$ cat config.mk
export PLATFORM = sky130hd
export DESIGN_NAME = multiturn_tracker
export DESIGN_NICKNAME = d
export VERILOG_FILES = /design/src/rtl/mt_pkg.sv /design/src/rtl/mt_datapath.sv /design/src/rtl/mt_control.sv /design/src/rtl/multiturn_tracker.sv
export SDC_FILE = /design/constraint.sdc
export NUM_CORES = 1
export LEC_CHECK = 0
export ABC_CLOCK_PERIOD_IN_PS = 4600
export CAP_MARGIN = 20
export CORE_UTILIZATION = 27
export DETAILED_ROUTE_END_ITERATION = 6
export GPL_TIMING_DRIVEN = 0
export RECOVER_POWER = 25
export SKIP_CTS_REPAIR_TIMING = 1
export SYNTH_ARGS = -nofsm -noshare
export SYNTH_HDL_FRONTEND = slang
export SYNTH_SLANG_ARGS = --single-unit
$ cat constraint.sdc
create_clock -name clk -period 4.6 [get_ports clk]
set_clock_uncertainty 0.1 [all_clocks]
set_input_delay 1.38 -clock clk [delete_from_list [all_inputs] [get_ports clk]]
set_output_delay 1.38 -clock clk [all_outputs]
set_load 0.05 [all_outputs]
$ cat src/rtl/mt_pkg.sv
package mt_pkg;
  typedef struct packed {
    logic fineStep;
    logic fineUp;
    logic cntInc;
    logic cntDec;
    logic cntClr;
    logic speedLoad;
  } mtStrobe_t;

  localparam int STAT_BITS = 4;
endpackage

$ cat src/rtl/mt_datapath.sv
module mt_datapath
  import mt_pkg::*;
#(
  parameter int FINE_W  = 8,
  parameter int COUNT_W = 24,
  parameter int TICK_W  = 8,
  localparam int POS_W  = FINE_W + COUNT_W
) (
  input  logic               clk,
  input  logic               rstN,
  input  mtStrobe_t          strobe,
  output logic [FINE_W-1:0]  fineQ,
  output logic [COUNT_W-1:0] countQ,
  output logic [TICK_W-1:0]  speedQ,
  output logic [POS_W-1:0]   posNext
);
  logic [FINE_W-1:0]  fineNext;
  logic [COUNT_W-1:0] countNext;
  logic [TICK_W-1:0]  tickQ;
  logic [TICK_W-1:0]  tickNext;

  always_comb begin
    fineNext = fineQ;
    if (strobe.fineStep) begin
      fineNext = strobe.fineUp ? fineQ + FINE_W'(1) : fineQ - FINE_W'(1);
    end
    countNext = countQ;
    if (strobe.cntClr) begin
      countNext = '0;
    end else if (strobe.cntInc) begin
      countNext = countQ + COUNT_W'(1);
    end else if (strobe.cntDec) begin
      countNext = countQ - COUNT_W'(1);
    end
    if (strobe.speedLoad) begin
      tickNext = TICK_W'(1);
    end else if (tickQ == '1) begin
      tickNext = tickQ;
    end else begin
      tickNext = tickQ + TICK_W'(1);
    end
  end

  assign posNext = {countNext, fineNext};

  always_ff @(posedge clk or negedge rstN) begin
    if (!rstN) begin
      fineQ  <= '0;
      countQ <= '0;
      tickQ  <= '1;
      speedQ <= '0;
    end else begin
      fineQ  <= fineNext;
      countQ <= countNext;
      tickQ  <= tickNext;
      if (strobe.speedLoad) begin
        speedQ <= ~tickQ;
      end
    end
  end

  assert_clear_R6: assert property (@(posedge clk) disable iff (!rstN)
    strobe.cntClr |=> countQ == '0);

  assert_wrap_R3: assert property (@(posedge clk) disable iff (!rstN)
    (strobe.cntInc && !strobe.cntClr && countQ == '1) |=> countQ == '0);

  assert_fine_up_R2: assert property (@(posedge clk) disable iff (!rstN)
    (strobe.fineStep && strobe.fineUp) |=> fineQ == FINE_W'($past(fineQ) + FINE_W'(1)));

  assert_speed_sat_R12: assert property (@(posedge clk) disable iff (!rstN)
    (tickQ == '1 && !strobe.speedLoad) |=> tickQ == '1);
endmodule

$ cat src/rtl/mt_control.sv
module mt_control
  import mt_pkg::*;
#(
  parameter int FINE_W = 8,
  parameter int POS_W  = 32,
  localparam int BYTES = POS_W / 8,
  localparam int SEL_W = (BYTES > 1) ? $clog2(BYTES) : 1
) (
  input  logic                 clk,
  input  logic                 rstN,
  input  logic                 stepValid,
  input  logic                 stepUp,
  input  logic                 trkA,
  input  logic                 trkB,
  input  logic                 zeroPulse,
  input  logic                 cntEnPin,
  input  logic                 overspeed,
  input  logic                 stepMode,
  input  logic                 cntEnSel,
  input  logic                 cntEnReg,
  input  logic                 clrCnt,
  input  logic                 clrOnZero,
  input  logic [SEL_W-1:0]     outLen,
  input  logic [POS_W-1:0]     target,
  input  logic [1:0]           intEn,
  input  logic [1:0]           errEn,
  input  logic                 latchInt,
  input  logic                 latchErr,
  input  logic [FINE_W-1:0]    fineQ,
  input  logic [POS_W-1:0]     posNext,
  output mtStrobe_t            strobe,
  output logic [STAT_BITS-1:0] statusQ,
  output logic                 intOut,
  output logic                 errN
);
  logic cntEn, clrNow, rollNow, stepErr, posMatch;
  logic trkAPrev, trkBPrev;
  logic [BYTES-1:0] byteHit;
  logic [1:0] intCause, errCause;

  assign cntEn   = cntEnSel ? cntEnPin : cntEnReg;
  assign clrNow  = clrCnt || (clrOnZero && zeroPulse);
  assign rollNow = stepMode || (stepUp ? (fineQ == '1) : (fineQ == '0));

  always_comb begin
    strobe.fineStep  = stepValid;
    strobe.fineUp    = stepUp;
    strobe.cntClr    = clrNow;
    strobe.cntInc    = stepValid && cntEn && rollNow && stepUp && !clrNow;
    strobe.cntDec    = stepValid && cntEn && rollNow && !stepUp && !clrNow;
    strobe.speedLoad = stepValid;
  end

  for (genvar i = 0; i < BYTES; i++) begin : g_cmp
    logic inDepth;
    assign inDepth    = (i <= int'(outLen));
    assign byteHit[i] = !inDepth || (posNext[i*8 +: 8] == target[i*8 +: 8]);
  end
  assign posMatch = &byteHit;

  assign stepErr  = (trkA != trkAPrev) && (trkB != trkBPrev);
  assign intCause = {posMatch, stepValid};
  assign errCause = {stepErr, overspeed};

  always_ff @(posedge clk or negedge rstN) begin
    if (!rstN) begin
      trkAPrev <= 1'b0;
      trkBPrev <= 1'b0;
      statusQ  <= '0;
    end else begin
      trkAPrev     <= trkA;
      trkBPrev     <= trkB;
      statusQ[1:0] <= latchInt ? (statusQ[1:0] | intCause) : intCause;
      statusQ[3:2] <= latchErr ? (statusQ[3:2] | errCause) : errCause;
    end
  end

  assign intOut = !cntEnSel && |(statusQ[1:0] & intEn);
  assign errN   = !(|(statusQ[3:2] & errEn));

  assert_phase_jump_R9: assert property (@(posedge clk) disable iff (!rstN)
    ((trkA != trkAPrev) && (trkB != trkBPrev)) |=> statusQ[3]);

  assert_change_pulse_R7: assert property (@(posedge clk) disable iff (!rstN)
    (!latchInt && !stepValid) |=> !statusQ[0]);

  assert_latch_hold_R10: assert property (@(posedge clk) disable iff (!rstN)
    (statusQ[1] && latchInt) ##1 latchInt |-> statusQ[1]);

  assert_no_dual_count_R5: assert property (@(posedge clk) disable iff (!rstN)
    !(strobe.cntInc && strobe.cntDec));
endmodule

$ cat src/rtl/multiturn_tracker.sv
module multiturn_tracker
  import mt_pkg::*;
#(
  parameter int FINE_W  = 8,
  parameter int COUNT_W = 24,
  parameter int TICK_W  = 8,
  localparam int POS_W  = FINE_W + COUNT_W,
  localparam int BYTES  = POS_W / 8,
  localparam int SEL_W  = (BYTES > 1) ? $clog2(BYTES) : 1
) (
  input  logic               clk,
  input  logic               rstN,
  input  logic               stepValid,
  input  logic               stepUp,
  input  logic               trkA,
  input  logic               trkB,
  input  logic               zeroPulse,
  input  logic               cntEnPin,
  input  logic               overspeed,
  input  logic               stepMode,
  input  logic               cntEnSel,
  input  logic               cntEnReg,
  input  logic               clrCnt,
  input  logic               clrOnZero,
  input  logic [SEL_W-1:0]   outLen,
  input  logic [POS_W-1:0]   target,
  input  logic [1:0]         intEn,
  input  logic [1:0]         errEn,
  input  logic               latchInt,
  input  logic               latchErr,
  output logic [FINE_W-1:0]  fineVal,
  output logic [COUNT_W-1:0] countVal,
  output logic [7:0]         statusByte,
  output logic [TICK_W-1:0]  speedVal,
  output logic               intOut,
  output logic               errN
);
  mtStrobe_t              strobe;
  logic [STAT_BITS-1:0]   statusQ;
  logic [POS_W-1:0]       posNext;

  mt_control #(.FINE_W(FINE_W), .POS_W(POS_W)) u_ctrl (
    .clk, .rstN, .stepValid, .stepUp, .trkA, .trkB, .zeroPulse, .cntEnPin,
    .overspeed, .stepMode, .cntEnSel, .cntEnReg, .clrCnt, .clrOnZero, .outLen,
    .target, .intEn, .errEn, .latchInt, .latchErr,
    .fineQ(fineVal), .posNext, .strobe, .statusQ, .intOut, .errN
  );

  mt_datapath #(.FINE_W(FINE_W), .COUNT_W(COUNT_W), .TICK_W(TICK_W)) u_dp (
    .clk, .rstN, .strobe,
    .fineQ(fineVal), .countQ(countVal), .speedQ(speedVal), .posNext
  );

  assign statusByte = {{(8-STAT_BITS){1'b0}}, statusQ};

  assert_int_masked_R11: assert property (@(posedge clk) disable iff (!rstN)
    cntEnSel |-> !intOut);
endmodule

==> results of run 1 <==
==> state kept, by name, indices dropped and copies added, names as in the netlist <==
signal / cells
u_dp.fineQ: 8
u_dp.countQ: 24
u_dp.speedQ: 8
u_ctrl.statusQ: 4
u_dp.tickQ: 8
u_ctrl.trkBPrev: 1
u_ctrl.trkAPrev: 1
==> worst max-delay path by stage <==
stage	start	endpoint	slack (ns)
2_1_floorplan	stepUp	u_ctrl.statusQ[1]	0.42
3_3_place_gp	stepUp	u_ctrl.statusQ[1]	-1.51
3_5_place_dp	stepUp	u_ctrl.statusQ[1]	-1.46
4_1_cts	stepUp	u_ctrl.statusQ[1]	-1.20
5_1_grt	target[8]	u_ctrl.statusQ[1]	0.02
6_report	target[8]	u_ctrl.statusQ[1]	0.16
==> cells by family after synthesis <==
family | share of synthesized area (%)
adders and majority gates | 3.06
buffers and inverters | 4.56
xor gates and xnor gates | 10.3
other | 0.0866
muxes | 4.88
AOI/OAI and AO/OA | 16.7
and+or+nand+nor | 29.0
DFF | 31.4
==> synthesized netlist by cell type, types with 8 or more instances <==
cell,count
or3_1,8
ha_1,9
nor2_1,43
or4_1,14
xnor2_1,24
nand4_1,17
o21ai_0,28
a21oi_1,21
xor2_1,24
mux2i_1,13
nand2_1,45
inv_1,14
dfrtp_1,46
dfstp_2,8
nand2b_1,9
nand3_1,23
clkbuf_1,26
and3_1,9
nor3_1,25
nor4_1,18
==> power breakdown <==
group / total (mW) / internal, mW / switching, mW
clock: 0.418 / 0.210 / 0.208
combinational: 0.900 / 0.375 / 0.524
sequential: 0.618 / 0.532 / 0.0864
==> critical path, delay by kind of cell <==
family / cells / cell delay, ns
AO/OA/AOI/OAI: 4 / 0.64
buffers and inverters: 1 / 0.50
AND/OR/NAND/NOR: 5 / 2.04
==> metal layers <==
metal / up-vias / global-route usage [%] / part of all wire [%]
li1: 2170 / - / -
met1: 2165 / 22.2 / 44
met2: 173 / 31.2 / 49
met3: 23 / 3.33 / 5.8
met4: 0 / 5.12 / 1.8
met5: - / 0 / 0
==> through the flow <==
step | util, % | cells | hold WS [ns] | setup slack [ns]
3_3_place_gp | 36.3 | 838 | 0.375 | -1.51
2_1_floorplan | - | 528 | 0.421 | 0.421
5_1_grt | 38.3 | 852 | 0.427 | 0.0250
6_report | 38.3 | 852 | 0.394 | 0.157
3_5_place_dp | 36.4 | 839 | 0.377 | -1.46
4_1_cts | 37.4 | 847 | 0.397 | -1.20
==> cell type report <==
class | instances | share of cell area, %
plain buffers | 33 | 2.52
flip-flops and latches | 54 | 23.1
repair buffers | 105 | 17.6
well taps | 211 | 4.47
clock buffers | 5 | 2.12
clock inverters | 3 | 0.487
inverters | 15 | 0.996
multi-input cells | 426 | 48.7
==> impl_results.md, run 1 <==
* Crit path arrival time at 4.57 ns
* DR iter-0 viols at 255
* Placed instance area at 5610 um^2
* Commonest non-fill, non-tap cell in the layout: clkdlybuf4s50_1
* Clk sinks at 54
* Synthesis-to-layout area growth at 36.4%
* DP HPWL at 11,200 um
* CP max FO at 5
* Hold endpoint: u_dp.speedQ[1]
* Syn_area_per_cell at 8.25 um^2
* Final Cell Area at 5910 um^2
* Routed Wire Length at 14,500 um
* Via-per-instance ratio at 5.32
* Final-report max-slew violation count at 38
* DRT Pass-1 Iters at 5
* N_diodes at 0
* Hold depth at 2
* Clk buf depth at 2
* Worst path max stage delay at 0.54 ns
* IO Count at 104
* GRT overflow at 0
* H-Tree Depth at 2
* Status: finished, violations left
* Layout cell share with drive strength beyond 1 at 9.67%
* Worst vdd ir at 0.000471 V
* Yosys warnings at 0
* Hold Startpoint: u_dp.speedQ[1]
* Unrepaired setup endpoints after global routing: no
* CP max stage cell: or4_1
* CP Launch Type: input pin
* Syn Std Cell Area at 4330 um^2
* Clock slew at reported path FFs at 0.08 ns
* Worst Setup End Kind: flop
* Fmax at 0.225 GHz
* Setup-failing EPs final at 0
* Tot GR Track Use at 17.8%
* Via Count at 4,531
* CTS tree: built
* Register area at 1360 um^2
* Clock root cell: clkbuf_16
* Row count at 45
* DRT antenna net count at 0
* Distinct cell type count after synthesis at 66
* Synth Register Bits at 54
* Worst Path Class, Setup: in2reg
* EDFF count, synth at 0
* First-pass GRT wire length at 23,000 um
* FF-to-FF path depth at 13
* Initial antenna violation count at 0
* R2r endpoint: u_ctrl.statusQ[1]
* Main synth FF type: dfrtp_1
* Routed wire length per instance at 17.0 um
* Max cap viols at 1
* Top-area cell type share of the netlist area at 26.6%
* Core area at 15,400 um^2
* Synth area leaders: dfrtp_1 27%, dfstp_2 4.9%, xnor2_1 4.9%
* Multi-input logic area at 2880 um^2
* Rel. slew slack at -38.5%
* Worst-skew pair later-pin latency at 0.31 ns
* Worst Max-Slew Pin Slew at 2.08 ns
* Vias in the first global route at 4,443
* Sequential fraction of the synthesis area at 31.4%
* Reg2Reg Setup Slack at 0.65 ns
* Most used cell, CP: or4_1
* CTS buffer count at 5
* Failing checks: max-capacitance violations, max-slew violations
* PwrDens at 328 nW/um^2
* Die Ht at 129 um
* DRC at 0
* Hold Path Class: reg2reg
* Final Hold Vio Count at 0
* Die width at 129 um
* Fillers at 1,597
* Leakage at 2.33 nW
* Placer Congestion at 0.896
* Buffers on Ports at 99
* Total power at 1.94 mW
* Cell taking the most area after synthesis: dfrtp_1
* Final min period at 4.44 ns
* WP data required at 4.72 ns
* Fraction of registers with async set/reset at 100%
* Nets at 704
* Final TNS setup at 0 ns
* Die ar. at 16,500 um^2
* Cells after Synth at 525
* Reg2Reg Launch Point: u_dp.countQ[0]
* CP Cell Sequence: clkdlybuf4s50_1, and2_1, o211ai_1, o2bb2ai_1, or4_1, or4_1, or4_4, nor4_4, o2111ai_2, o31ai_2
* Commonest cells after routing, fill and taps aside: 87 x clkdlybuf4s50_1, 46 x dfrtp_1, 45 x nand2_1, 41 x nor2_1, 27 x o21ai_0
* Starting density of the core at 28.1%
* Final Cycle Share at 96.6%
* Largest net degree at the start of global routing at 38
No activity file was read; power rests on OpenSTA's default activity.
==> inputs of run 2 (changes only) <==
CTS_CLUSTER_DIAMETER = 60   (was not set)
==> results of run 2 <==
Same layout as run 1: the final DEF is identical, and so are final timing and power.
